[config.mk]
export PLATFORM = sky130hd
export DESIGN_NAME = fab_err_unit
export DESIGN_NICKNAME = d
export VERILOG_FILES = /design/src/rtl/fab_err_pkg.sv /design/src/rtl/fab_err_prio.sv /design/src/rtl/fab_err_status.sv /design/src/rtl/fab_err_capture.sv /design/src/rtl/fab_err_unit.sv
export SDC_FILE = /design/constraint.sdc
export NUM_CORES = 1
export LEC_CHECK = 0
export CORE_ASPECT_RATIO = 0.6
export CORE_UTILIZATION = 30
export DETAILED_ROUTE_END_ITERATION = 8
export GPL_ROUTABILITY_DRIVEN = 0
export GPL_TIMING_DRIVEN = 0
export PLACE_DENSITY = 0.68
export SLEW_MARGIN = 30
export SYNTH_ARGS = -nofsm -noshare
export SYNTH_HDL_FRONTEND = slang
export SYNTH_SLANG_ARGS = --single-unit
[constraint.sdc]
create_clock -name clk_i -period 8.8 [get_ports clk_i]
set_input_delay 2.64 -clock clk_i [delete_from_list [all_inputs] [get_ports clk_i]]
set_output_delay 2.64 -clock clk_i [all_outputs]
set_load 0.05 [all_outputs]
[src/rtl/fab_err_pkg.sv]
package fab_err_pkg;
  localparam int unsigned CLS_N    = 4;
  localparam logic [4:0]  OFF_DET  = 5'h00;
  localparam logic [4:0]  OFF_DIS  = 5'h04;
  localparam logic [4:0]  OFF_IEN  = 5'h08;
  localparam logic [4:0]  OFF_ATTR = 5'h0C;
  localparam logic [4:0]  OFF_AHI  = 5'h10;
  localparam logic [4:0]  OFF_ALO  = 5'h14;
  localparam logic [4:0]  OFF_SET  = 5'h18;
  localparam int unsigned CV_BIT   = 31;
  localparam int unsigned TYPE_LSB = 26;
  localparam int unsigned SRC_LSB  = 18;
endpackage

[src/rtl/fab_err_prio.sv]
module fab_err_prio #(
  parameter int unsigned N  = 4,
  localparam int unsigned IW = (N > 1) ? $clog2(N) : 1
) (
  input  logic [N-1:0]  req_i,
  output logic [IW-1:0] idx_o
);
  // lowest index wins
  always_comb begin
    idx_o = '0;
    for (int i = N - 1; i >= 0; i--) begin
      if (req_i[i]) idx_o = IW'(i);
    end
  end
endmodule

[src/rtl/fab_err_status.sv]
module fab_err_status #(
  parameter int unsigned N = 4
) (
  input  logic         clk_i,
  input  logic         rst_ni,
  input  logic [N-1:0] hit_i,
  input  logic [N-1:0] clr_i,
  output logic [N-1:0] det_o
);
  for (genvar c = 0; c < N; c++) begin : g_bit
    always_ff @(posedge clk_i or negedge rst_ni) begin
      if (!rst_ni)        det_o[c] <= 1'b0;
      else if (hit_i[c])  det_o[c] <= 1'b1;  // set beats clear
      else if (clr_i[c])  det_o[c] <= 1'b0;
    end
  end
endmodule

[src/rtl/fab_err_capture.sv]
module fab_err_capture #(
  parameter int unsigned N      = 4,
  parameter int unsigned ADDR_W = 40,
  parameter int unsigned SRC_W  = 8,
  parameter int unsigned TYPE_W = 5,
  localparam int unsigned IW    = (N > 1) ? $clog2(N) : 1
) (
  input  logic                clk_i,
  input  logic                rst_ni,
  input  logic [N-1:0]        hit_i,
  input  logic [N*ADDR_W-1:0] addr_i,
  input  logic [N*SRC_W-1:0]  src_i,
  input  logic [N*TYPE_W-1:0] type_i,
  input  logic                clr_i,
  output logic                cv_o,
  output logic [ADDR_W-1:0]   addr_o,
  output logic [SRC_W-1:0]    src_o,
  output logic [TYPE_W-1:0]   type_o,
  output logic [N-1:0]        set_o
);
  logic [IW-1:0] sel;
  logic          take;

  fab_err_prio #(.N(N)) i_prio (.req_i(hit_i), .idx_o(sel));

  assign take = (|hit_i) && (!cv_o || clr_i);

  always_ff @(posedge clk_i or negedge rst_ni) begin
    if (!rst_ni) begin
      cv_o   <= 1'b0;
      addr_o <= '0;
      src_o  <= '0;
      type_o <= '0;
      set_o  <= '0;
    end else if (take) begin
      cv_o   <= 1'b1;
      addr_o <= addr_i[sel*ADDR_W +: ADDR_W];
      src_o  <= src_i[sel*SRC_W +: SRC_W];
      type_o <= type_i[sel*TYPE_W +: TYPE_W];
      set_o  <= hit_i;
    end else if (clr_i) begin
      cv_o   <= 1'b0;
    end
  end
endmodule

[src/rtl/fab_err_unit.sv]
module fab_err_unit
  import fab_err_pkg::*;
#(
  parameter int unsigned ADDR_W = 40,
  parameter int unsigned SRC_W  = 8,
  parameter int unsigned TYPE_W = 5
) (
  input  logic                    clk_i,
  input  logic                    rst_ni,
  input  logic [CLS_N-1:0]        evt_i,
  input  logic [CLS_N*ADDR_W-1:0] evt_addr_i,
  input  logic [CLS_N*SRC_W-1:0]  evt_src_i,
  input  logic [CLS_N*TYPE_W-1:0] evt_type_i,
  input  logic [4:0]              reg_addr_i,
  input  logic                    reg_we_i,
  input  logic [31:0]             reg_wdata_i,
  output logic [31:0]             reg_rdata_o,
  output logic                    irq_o
);
  localparam int unsigned HI_W = ADDR_W - 32;

  logic [CLS_N-1:0]  dis_q, ien_q, det_q, hit, det_clr, cap_set;
  logic              cap_v, cap_clr, wr_det;
  logic [ADDR_W-1:0] cap_addr;
  logic [SRC_W-1:0]  cap_src;
  logic [TYPE_W-1:0] cap_type;
  logic              unused_wdata;

  assign unused_wdata = ^reg_wdata_i[30:CLS_N];
  assign hit     = evt_i & ~dis_q;
  assign wr_det  = reg_we_i && (reg_addr_i == OFF_DET);
  assign det_clr = wr_det ? reg_wdata_i[CLS_N-1:0] : '0;
  assign cap_clr = wr_det && reg_wdata_i[CV_BIT];

  always_ff @(posedge clk_i or negedge rst_ni) begin
    if (!rst_ni) begin
      dis_q <= '0;
      ien_q <= '0;
    end else if (reg_we_i) begin
      if (reg_addr_i == OFF_DIS) dis_q <= reg_wdata_i[CLS_N-1:0];
      if (reg_addr_i == OFF_IEN) ien_q <= reg_wdata_i[CLS_N-1:0];
    end
  end

  fab_err_status #(.N(CLS_N)) i_status (
    .clk_i, .rst_ni, .hit_i(hit), .clr_i(det_clr), .det_o(det_q)
  );

  fab_err_capture #(
    .N(CLS_N), .ADDR_W(ADDR_W), .SRC_W(SRC_W), .TYPE_W(TYPE_W)
  ) i_capture (
    .clk_i, .rst_ni,
    .hit_i(hit), .addr_i(evt_addr_i), .src_i(evt_src_i), .type_i(evt_type_i),
    .clr_i(cap_clr), .cv_o(cap_v), .addr_o(cap_addr), .src_o(cap_src),
    .type_o(cap_type), .set_o(cap_set)
  );

  assign irq_o = |(det_q & ien_q);

  always_comb begin
    reg_rdata_o = '0;
    unique case (reg_addr_i)
      OFF_DET: begin
        reg_rdata_o[CLS_N-1:0]            = det_q;
        reg_rdata_o[TYPE_LSB +: TYPE_W]   = cap_type;
        reg_rdata_o[CV_BIT]               = cap_v;
      end
      OFF_DIS:  reg_rdata_o[CLS_N-1:0]       = dis_q;
      OFF_IEN:  reg_rdata_o[CLS_N-1:0]       = ien_q;
      OFF_ATTR: reg_rdata_o[SRC_LSB +: SRC_W] = cap_src;
      OFF_AHI:  reg_rdata_o[HI_W-1:0]        = cap_addr[ADDR_W-1:32];
      OFF_ALO:  reg_rdata_o                  = cap_addr[31:0];
      OFF_SET:  reg_rdata_o[CLS_N-1:0]       = cap_set;
      default:  reg_rdata_o = '0;
    endcase
  end
endmodule

==> run_results.csv <==
group,metric,value,unit
outcome,status,"complete, no violations",
sta,period_needed,8.59,ns
synth,muxShareOfSynthArea,2.00,%
synth,synthesis.nets,800,
finish,nFillCells,1336,
synth,synthFlopType,"dfrtp_1",
synth,synth_top_area_share,39.0,%
sta,report.final.setup_viol,0,
finish,multi_input_comb_area,2510,um^2
cts,holdBufCountCts,0,
synth,synth_fa_ha_area_share,0,%
sta,fin_setup_tns,0,ns
sta,drv_slew,0,
job,maxCapViolCount,0,
sta,finalHoldViolCount,0,
synth,ys_async_sr_fraction,100,%
cts,h-tree-depth,3,
global_routing,grt_overflow,0,
cts,cts_made_buffers,9,
synth,yosysMostFrequentCell,"o21ai_0",
synth,synth_commonest_cells,"o21ai_0 (109), dfrtp_1 (70), nand2_1 (59), and3_1 (54)",
synth,avgSynthCellArea,8.26,um^2
sta,rsz0062_at_grt,"no",
routing,dr.first_iter.drc_count,516,
place,io_buffer_count,261,
power_and_ir_drop,leakagePower,3.01,nW
power_and_ir_drop,p_total,0.00125,W
routing,dr.pass1.iters,5,
routing,drc_errors,0,
synth,yosysTopAreaCell,"dfrtp_1",
finish,drive_gt1_share,4.26,%
routing,drtAntennaViolNets,0,
routing,wirelength,20300,um
global_routing,grt_max_degree,37,
die,core_area,14500,um^2
critical_path,worstPathMaxFanout,10,
die,initial_core_util,30.9,%
synth,synth_top_family_by_area,"compound AO/OA/AOI/OAI gates",
sta,period_share,97.6,%
critical_path,required,6.16,ns
routing,wl_per_cell,19.9,um
synth,synth-edff-count,0,
power_and_ir_drop,ir_worst_vdd,0.0794,mV
synth,synth-compound-area-share,35.8,%
cts,cts-resized-gates,0,
cts,cts_setup_buffers,0,
finish,regArea,1750,um^2
sta,fmax,116,MHz
global_routing,grt_pass1_vias,5557,
global_routing,antenna_found_initial,0,
cts,clock_sinks,70,
power_and_ir_drop,power.density,162,nW/um^2
cts,path_clk_slew,0.06,ns
critical_path,start_kind,"input pin",
global_routing,grt_pass1_wl,30700,um
global_routing,groute.usage.overall,25.9,%
sta,timing.hold.ws,0.502,ns
finish,diodes,0,
critical_path,worst_setup_path_end_kind,"primary output",
cts,cts_buffer_depth,2,
finish,postLayoutCoreUtil,52.9,%
critical_path,cp.arrival,5.95,ns
critical_path,rrSetupSlack,5.99,ns
synth,netlist_instances,544,
sta,fin_worst_skew,0.00315,ns
place,dp_hpwl,16100,um
synth,synth_cell_type_count,27,
cts,cts-root-buf,"clkbuf_16",
synth,synth_seq_cells,70,
cts,cts_tree,"done",
synth,yosysSeqAreaShare,39.0,%
die,die_y,96.8,um
die,die_x,160,um
synth,synth-simple-area-share,17.8,%
finish,finalNetCount,1074,
finish,areaGrowthSynthToFinish,71.3,%
routing,num_vias,5606,
cts,clock_latency,0.33,ns
sta,slew_headroom,35.5,%
die,io_pins,289,
synth,synth_area,4500,um^2
synth,synth_area_leaders,"dfrtp_1 (39%), o21ai_0 (12%), o31ai_1 (8.9%), and3_1 (7.5%), o22ai_1 (7.4%)",
routing,avgViaCountPerCell,5.50,
min_path,min_path_type,"flip-flop to flip-flop",
sta,worst_pin_slew,0.964,ns
die,die_area,15500,um^2
critical_path,crit_type,"input pin to primary output",
synth,ys_warn_count,0,
die,rows,34,
synth,synthXorXnorAreaFrac,0,%
## registers in the layout (all words and copies together), names as in the netlist
name,flops
i_capture.cv_o,1
i_capture.type_o,5
i_capture.addr_o,40
i_status.det_o,4
i_capture.src_o,8
ien_q,4
i_capture.set_o,4
dis_q,4
## power breakdown
part | total (W) | internal [W] | switching (W)
Combinational | 0.000417 | 0.000200 | 0.000217
Clock | 0.000375 | 0.000240 | 0.000134
Sequential | 0.000454 | 0.000398 | 0.0000562
## layer usage
layer / track usage [%] / routed length (um)
met2: 37.4 / 8510
met3: 5.87 / 1810
met5: 0 / 0
met1: 38.9 / 9690
met4: 5.20 / 303
## worst max-delay path, cell delays in order
cell	delay, ns
clkdlybuf4s50_1	0.45
nand2b_1	0.20
nor4b_1	0.79
clkbuf_1	0.60
a22oi_1	0.29
nand3_1	0.16
clkdlybuf4s50_1	0.81
## logic make-up (layout without fill, tap and decap cells)
family	after synthesis	in the layout
and+or+nand+nor	154	154
AOI/OAI and AO/OA	257	257
muxes	8	8
DFF	70	70
buffers and inverters	55	333
## final timing paths
kind                                    start                    to  cells past startpoint
setup / recovery                reg_addr_i[1]        reg_rdata_o[3]                      7
hold / removal             i_capture.set_o[2]    i_capture.set_o[2]                      1
setup reg to reg                     dis_q[2]  i_capture.addr_o[12]                      7
hold reg to reg            i_capture.set_o[2]    i_capture.set_o[2]                      1
max in group asynchronous              rst_ni  i_capture.addr_o[26]                      2
min in group asynchronous              rst_ni     i_status.det_o[2]                      1
## layout by cell type (no fill, tap or decap), drive strengths merged, types with 2 or more instances in the layout
master,count
a21o,4
a22o,18
a22oi,14
and2,10
and3,54
buf,9
clkbuf,61
clkdlybuf4s50,260
dfrtp,70
mux2,8
nand2,59
nand2b,7
nand3,8
nor2,5
nor2b,4
nor3,2
nor4,2
o21ai,112
o22ai,53
o31ai,53
## cell type report
| class | instances | area share (%) |
|---|---|---|
| sequential | 70 | 22.7 |
| timing repair buffer | 263 | 34.2 |
| clock inverter | 3 | 0.552 |
| tap | 198 | 3.22 |
| clock buffer | 12 | 3.46 |
| multi-input combinational | 419 | 32.6 |
| buffer | 55 | 3.17 |
## through the flow
step	setup slack, ns	cell area [um^2]	instances
global placement	0.328	7360	1003
CTS	0.284	7700	1020
floorplan	1.97	4500	544
detailed placement	0.297	7390	1005
finish	0.210	7700	1020
global route	0.122	7700	1020
Power figures use the tool's default switching activity.
